$ cat src/rtl/cfg_port_pkg.sv
package cfg_port_pkg;
  // address bits taken from the low end of the command word
  localparam int ADDR_W = 7;
  localparam int CMD_BITS = 16;
  localparam int BYTE_BITS = 8;

  typedef enum logic [1:0] {
    PH_IDLE,
    PH_CMD,
    PH_DATA,
    PH_DRAIN
  } phase_t;

  // one-cycle request from the control path to the register bank
  typedef struct packed {
    logic                 shadowWr;
    logic                 directWr;
    logic                 commit;
    logic [ADDR_W-1:0]    addr;
    logic [BYTE_BITS-1:0] data;
  } strobe_t;
endpackage

$ cat src/rtl/cfg_port_sync.sv
module cfg_port_sync #(
  parameter int WIDTH = 1,
  parameter int STAGES = 2,
  parameter logic [WIDTH-1:0] RESET_VAL = '0
) (
  input  logic             clk,
  input  logic             rstN,
  input  logic [WIDTH-1:0] din,
  output logic [WIDTH-1:0] dout
);
  logic [WIDTH-1:0] stage [STAGES];

  for (genvar s = 0; s < STAGES; s++) begin : g_stage
    if (s == 0) begin : g_first
      always_ff @(posedge clk or negedge rstN) begin
        if (!rstN) stage[s] <= RESET_VAL;
        else       stage[s] <= din;
      end
    end else begin : g_next
      always_ff @(posedge clk or negedge rstN) begin
        if (!rstN) stage[s] <= RESET_VAL;
        else       stage[s] <= stage[s-1];
      end
    end
  end

  assign dout = stage[STAGES-1];
endmodule

$ cat src/rtl/cfg_port_ctrl.sv
module cfg_port_ctrl
  import cfg_port_pkg::*;
#(
  parameter int NUM_REGS = 96,
  parameter int SYNC_STAGES = 2,
  parameter int UPDATE_ADDR = 90,
  parameter int CTRL_ADDR = 0
) (
  input  logic    clk,
  input  logic    rstN,
  input  logic    csN,
  input  logic    sclk,
  input  logic    sdi,
  output strobe_t stb
);
  localparam int CNT_W = $clog2(CMD_BITS);

  logic [2:0] syncOut;
  logic csS, sclkS, sdiS;
  logic csD, sclkD;
  logic sclkRise, csFall;

  cfg_port_sync #(
    .WIDTH(3),
    .STAGES(SYNC_STAGES),
    .RESET_VAL(3'b111)
  ) u_sync (
    .clk(clk),
    .rstN(rstN),
    .din({csN, sclk, sdi}),
    .dout(syncOut)
  );

  assign csS = syncOut[2];
  assign sclkS = syncOut[1];
  assign sdiS = syncOut[0];

  always_ff @(posedge clk or negedge rstN) begin
    if (!rstN) begin
      csD <= 1'b1;
      sclkD <= 1'b1;
    end else begin
      csD <= csS;
      sclkD <= sclkS;
    end
  end

  assign sclkRise = sclkS & ~sclkD;
  assign csFall = ~csS & csD;

  phase_t phase;
  logic [CNT_W-1:0] bitCnt;
  logic [CMD_BITS-2:0] cmdSh;
  logic [BYTE_BITS-2:0] dataSh;
  logic [ADDR_W-1:0] addrQ;
  logic [1:0] bytesLeft;

  logic [BYTE_BITS-1:0] byteVal;
  logic inRange, isUpdate, isCtrl;

  always_comb begin
    byteVal = {dataSh, sdiS};
    inRange = int'(addrQ) < NUM_REGS;
    isUpdate = addrQ == ADDR_W'(UPDATE_ADDR);
    isCtrl = addrQ == ADDR_W'(CTRL_ADDR);
  end

  always_ff @(posedge clk or negedge rstN) begin
    if (!rstN) begin
      phase <= PH_IDLE;
      bitCnt <= '0;
      cmdSh <= '0;
      dataSh <= '0;
      addrQ <= '0;
      bytesLeft <= '0;
      stb <= '0;
    end else begin
      stb <= '0;
      if (csS) begin
        // select high: drop any partial frame
        phase <= PH_IDLE;
        bitCnt <= '0;
      end else if (csFall) begin
        phase <= PH_CMD;
        bitCnt <= '0;
      end else if (sclkRise) begin
        unique case (phase)
          PH_CMD: begin
            cmdSh <= {cmdSh[CMD_BITS-3:0], sdiS};
            if (bitCnt == CNT_W'(CMD_BITS - 1)) begin
              bitCnt <= '0;
              addrQ <= {cmdSh[ADDR_W-2:0], sdiS};
              bytesLeft <= cmdSh[CMD_BITS-3:CMD_BITS-4];
              phase <= cmdSh[CMD_BITS-2] ? PH_DRAIN : PH_DATA;
            end else begin
              bitCnt <= bitCnt + 1'b1;
            end
          end
          PH_DATA: begin
            dataSh <= byteVal[BYTE_BITS-2:0];
            if (bitCnt == CNT_W'(BYTE_BITS - 1)) begin
              bitCnt <= '0;
              stb.commit <= isUpdate;
              stb.shadowWr <= inRange && !isUpdate;
              stb.directWr <= inRange && isCtrl;
              stb.addr <= addrQ;
              stb.data <= byteVal;
              addrQ <= addrQ - 1'b1;
              if (bytesLeft == 2'd0) phase <= PH_DRAIN;
              else bytesLeft <= bytesLeft - 1'b1;
            end else begin
              bitCnt <= bitCnt + 1'b1;
            end
          end
          default: ;
        endcase
      end
    end
  end
endmodule

$ cat src/rtl/cfg_port_regs.sv
module cfg_port_regs
  import cfg_port_pkg::*;
#(
  parameter int NUM_REGS = 96,
  parameter int CTRL_ADDR = 0,
  parameter int SRST_BIT = 5
) (
  input  logic                      clk,
  input  logic                      rstN,
  input  strobe_t                   stb,
  output logic [NUM_REGS*BYTE_BITS-1:0] activeFlat,
  output logic                      softReset
);
  logic [BYTE_BITS-1:0] shadowBank [NUM_REGS];
  logic [BYTE_BITS-1:0] activeBank [NUM_REGS];

  // the control bit lives in the active copy and clears itself one cycle later
  assign softReset = activeBank[CTRL_ADDR][SRST_BIT];

  always_ff @(posedge clk or negedge rstN) begin
    if (!rstN) begin
      for (int i = 0; i < NUM_REGS; i++) begin
        shadowBank[i] <= '0;
        activeBank[i] <= '0;
      end
    end else if (softReset) begin
      for (int i = 0; i < NUM_REGS; i++) begin
        shadowBank[i] <= '0;
        activeBank[i] <= '0;
      end
    end else begin
      if (stb.shadowWr) shadowBank[stb.addr] <= stb.data;
      if (stb.directWr) activeBank[stb.addr] <= stb.data;
      if (stb.commit) begin
        for (int i = 0; i < NUM_REGS; i++) activeBank[i] <= shadowBank[i];
      end
    end
  end

  for (genvar g = 0; g < NUM_REGS; g++) begin : g_flat
    assign activeFlat[g*BYTE_BITS +: BYTE_BITS] = activeBank[g];
  end
endmodule

$ cat src/rtl/cfg_port_slave.sv
module cfg_port_slave
  import cfg_port_pkg::*;
#(
  parameter int NUM_REGS = 96,
  parameter int SYNC_STAGES = 2,
  parameter int UPDATE_ADDR = 90,
  parameter int CTRL_ADDR = 0,
  parameter int SRST_BIT = 5
) (
  input  logic                  clk,
  input  logic                  rstN,
  input  logic                  csN,
  input  logic                  sclk,
  input  logic                  sdi,
  output logic [NUM_REGS*8-1:0] activeRegs,
  output logic                  softReset
);
  strobe_t ctrlStb;

  cfg_port_ctrl #(
    .NUM_REGS(NUM_REGS),
    .SYNC_STAGES(SYNC_STAGES),
    .UPDATE_ADDR(UPDATE_ADDR),
    .CTRL_ADDR(CTRL_ADDR)
  ) u_ctrl (
    .clk(clk),
    .rstN(rstN),
    .csN(csN),
    .sclk(sclk),
    .sdi(sdi),
    .stb(ctrlStb)
  );

  cfg_port_regs #(
    .NUM_REGS(NUM_REGS),
    .CTRL_ADDR(CTRL_ADDR),
    .SRST_BIT(SRST_BIT)
  ) u_regs (
    .clk(clk),
    .rstN(rstN),
    .stb(ctrlStb),
    .activeFlat(activeRegs),
    .softReset(softReset)
  );
endmodule

$ cat config.mk
export PLATFORM = sky130hd
export DESIGN_NAME = cfg_port_slave
export DESIGN_NICKNAME = d
export VERILOG_FILES = /design/src/rtl/cfg_port_pkg.sv /design/src/rtl/cfg_port_sync.sv /design/src/rtl/cfg_port_ctrl.sv /design/src/rtl/cfg_port_regs.sv /design/src/rtl/cfg_port_slave.sv
export SDC_FILE = /design/constraint.sdc
export NUM_CORES = 2
export LEC_CHECK = 0
export BUFFER_PORTS_ARGS = -buffer_cell sky130_fd_sc_hd__buf_2
export CAP_MARGIN = 30
export CELL_PAD_IN_SITES_DETAIL_PLACEMENT = 2
export CELL_PAD_IN_SITES_GLOBAL_PLACEMENT = 2
export CORE_ASPECT_RATIO = 0.75
export CORE_UTILIZATION = 41
export DETAILED_ROUTE_END_ITERATION = 10
export GPL_ROUTABILITY_DRIVEN = 0
export PLACE_DENSITY = 0.79
export RECOVER_POWER = 100
export SLEW_MARGIN = 20
export SYNTH_ARGS = -nofsm -noshare
export SYNTH_HDL_FRONTEND = slang
export SYNTH_SLANG_ARGS = --single-unit
$ cat constraint.sdc
create_clock -name clk -period 2.37 [get_ports clk]
set_input_delay 0.237 -clock clk [delete_from_list [all_inputs] [get_ports clk]]
set_output_delay 0.237 -clock clk [all_outputs]
set_load 0.005 [all_outputs]
==> metrics.log <==
[metrics] core area: between 0.15 and 0.2 mm^2
[metrics] failing checks: max-capacitance violations, max-slew violations, negative setup slack
[metrics] average routed wire per standard cell: around 37 um
[metrics] Worst setup SP type: flop
[metrics] area share of the largest cell type after synthesis: 0.5933
[metrics] wire length of the first global-routing pass: roughly 430,000 um
[metrics] Synth Net Count: a little under 5,000
[metrics] root buffer cell: clkbuf_16
[metrics] busiest layer in global routing: met2
[metrics] CTS clock-pin slew for the worst setup and hold paths: approximately 60 ps
[metrics] crit-path leading delay family: compound AO/OA/AOI/OAI gates
[metrics] setup violation total in the final timing report: 177
[metrics] Crit-path slowest cell: dfrtp_4
[metrics] routed wire length: around 300,000 um
[metrics] die footprint: approximately 0.17 mm^2
[metrics] # Max-Cap Violations: 8
[metrics] Final min period: around 2500 ps
[metrics] final hold violation count: 0
[metrics] Power Density: approximately 710 mW/mm^2
[metrics] number of enable-type register cells in the synthesized netlist: 0
[metrics] count of boundary I/O pins: ~770
[metrics] synthesis-to-layout area growth: 18.78%
[metrics] number of port buffers: between 700 and 800
[metrics] average via count per standard cell: between 6 and 7
[metrics] Total Routing Usage GR: 0.3513
[metrics] number of slew-limit violations in the final report: a little under 600
[metrics] crit path capture type: flop
[metrics] share of the clock period used by the worst path after layout: 1.062
[metrics] synthesized area: ~0.067 mm^2
[metrics] type of the setup path with the least slack: flop to flop
[metrics] mean post-synth cell area: between 10 and 15 um^2
[metrics] required arrival time at the worst endpoint: approximately 3000 ps
[metrics] Ys Warns: 0
[metrics] Syn Inst Count: 4,958
[metrics] VDD IR-drop max: around 0.66 mV
[metrics] slew margin rel.: -0.3392
[metrics] WHS: 98.10 ps
[metrics] insertion delay of the later-clocked pin in the worst-skew pair: 850 ps
[metrics] post-synthesis cell type count: 68
[metrics] most common cell in the netlist: dfrtp_1
[metrics] clock tree sinks: about 1,600
[metrics] met2 routing resource usage after global routing: 0.5412
[metrics] worst hold path type: primary input to flop
[metrics] die extent in x: around 470 um
[metrics] maximum fanout along the worst path: 58
[metrics] static leakage: around 35 nW
[metrics] largest net degree at the start of global routing: between 100 and 150
[metrics] most frequently used flop master after synthesis: dfrtp_1
[metrics] detailed placement HPWL: 179,600 um
[metrics] slew at the pin closest to its max-slew limit: 2009 ps
[metrics] via count of the first global-routing pass: about 58,000
[metrics] sequential share of the synthesized area: 0.5964
[metrics] footprint of the multi-input gates: about 0.025 mm^2
[metrics] sequence of cells on the critical path: buf_12 > or3_4 > buf_12 > o21ai_2 > o2bb2ai_1
[metrics] GR Util met3: 0.06029
[metrics] antenna violations before repair: 10
[metrics] CP max stage delay: 500 ps
[metrics] Post-DRT Antenna Nets: 0
[metrics] total congestion overflow after global routing: 0
[metrics] flip-flop and latch count after synthesis: around 1,600
[metrics] GR Layer Usage met1: 0.4770
[metrics] arrival time reported for the critical path endpoint: between 3000 and 4000 ps
[metrics] top area cells in the synthesized netlist: dfrtp_1 59%, a22o_1 10%, o2bb2ai_1 10%
[metrics] most frequent CP cell: buf_12
[metrics] CTS H-Tree Depth: 4
[metrics] num rows: around 130
[metrics] DRC violations left: 0
[metrics] first-pass detailed-route iteration total: 6
[metrics] via count: around 54,000
[metrics] initial standard-cell utilization of the core: 0.4132
[metrics] run status: complete, but fails checks
[metrics] most frequent cells after synthesis: 1,591 x dfrtp_1, 768 x a22o_1, 768 x o2bb2ai_1
[metrics] top cell type by total area after synthesis: dfrtp_1
[metrics] Peak Freq: 397.2 MHz
[metrics] unrepaired setup endpoints after global routing: yes
[metrics] initial DRC count: about 5,600
[metrics] min setup slack post-route: -147.5 ps
[metrics] CTS tree: done
[metrics] worst clock skew on the final layout: about 48 ps
[metrics] footprint of the flip-flops and latches: 0.04004 mm^2
[metrics] crit path buf inv count: 2
[metrics] share of layout cells above drive strength 1: 0.1964
[metrics] Layout Nets: about 5,700
[metrics] count of fill cells added during filler insertion: approximately 16,000
[metrics] total CTS buffers: 165
[metrics] proportion of register bits with asynchronous set or reset after synthesis: 1.000
[metrics] clock tree buffer depth: 3
[metrics] final setup TNS: -8932 ps
[metrics] DIE HEIGHT: 352.4 um
-- path summary, 6_finish.rpt --
kind	start	endpoint	slack, ps	cells past startpoint
worst min register to register	u_ctrl.u_sync.stage[3]$_DFF_PN1_	u_ctrl.u_sync.dout[0]$_DFF_PN1_	360	0
worst max-delay path	u_ctrl.stb[15]$_DFF_PN0_	u_regs.activeFlat[442]$_DFFE_PN0P_	-150	5
worst max register to register	u_ctrl.stb[15]$_DFF_PN0_	u_regs.activeFlat[442]$_DFFE_PN0P_	-150	5
max in group asynchronous	rstN	u_regs.activeFlat[27]$_DFFE_PN0P_	100	4
min in group asynchronous	rstN	u_regs.shadowBank[662]$_DFFE_PN0P_	220	3
worst min-delay path	sclk	u_ctrl.u_sync.stage[4]$_DFF_PN1_	100	2
-- stage by stage --
step | utilization | setup WS [ps] | cells | area (um^2) | total power, mW
2_1_floorplan | - | 459.7 | 4958 | 67110 | 28.03
3_3_place_gp | 0.4579 | -229.7 | 7667 | 74370 | 28.74
3_5_place_dp | 0.4581 | -157.3 | 7668 | 74390 | 28.78
4_1_cts | 0.4944 | 1.866 | 7975 | 80280 | 56.84
5_1_grt | 0.4908 | -30.63 | 8006 | 79710 | 57.78
6_report | 0.4908 | -147.5 | 8008 | 79710 | 56.52
-- sequential cells by signal (all words and copies together), names as in the netlist --
signal and count:
u_ctrl.sclkD 1, u_ctrl.dataSh 7, u_ctrl.u_sync.dout 3, u_ctrl.bitCnt 4, u_ctrl.cmdSh 15, u_ctrl.addrQ 7, u_regs.activeFlat 768, u_ctrl.bytesLeft 2
u_ctrl.csD 1, u_ctrl.phase 2, u_ctrl.u_sync.stage 3, u_ctrl.stb 18, u_regs.shadowBank 768
-- cell usage in the layout (no fill, tap or decap), types with 10 or more instances in the layout --
cell type  count
and2_4        16
a21oi_1       89
dfrtp_1     1585
buf_4        151
buf_12        92
bufinv_16     17
nor2_8        63
clkbuf_16    172
a22oi_1      767
and2_1        13
clkinv_2      24
o21ai_2      189
a21oi_2       10
buf_2        241
o2bb2ai_1    767
nor2_4        33
clkbuf_1     579
nand2_1       16
nor2_1        14
mux2_2        21
a22o_1       768
clkbuf_8      38
clkbuf_2      11
-- layer usage --
layer	vias to the layer above	wire length [um]
li1	21489	-
met1	29304	122600
met2	2593	136700
met3	706	19870
met4	0	15960
met5	-	0
-- final cells by class --
cell class | instances | share of cell area
clock buffer | 246 | 0.06225
tap | 2145 | 0.03367
clock inverter | 54 | 0.009795
multi-input combinational | 2891 | 0.3099
inverter | 8 | 0.0003767
sequential | 1599 | 0.5023
antenna | 4 | 0.0001256
timing repair buffer | 1061 | 0.08166
-- cells by family after synthesis --
family,after synthesis,synth area share
flops,1599,0.5964
buf+inv,468,0.03876
fa+ha+maj,6,0.001119
simple gates,237,0.03811
mux,22,0.003673
xor+xnor,1,0.0001305
compound gates,2625,0.3218
-- where the power goes --
part	internal (mW)	switching (mW)	leakage (nW)
Clock	16.4	11.9	2.83
Combinational	0.119	0.668	9.50
Sequential	27.3	0.0714	22.3
-- repair_timing --
item                                     CTS  global route
setup buffers                              0            28
hold endpoints to repair                1177             0
endpoints found under the setup margin   118           140
gates resized for setup                    6            20
pin swaps                                  1             5
cloned                                     2             0
hold buffers                               5             0
(Power assumes the default switching activity.)
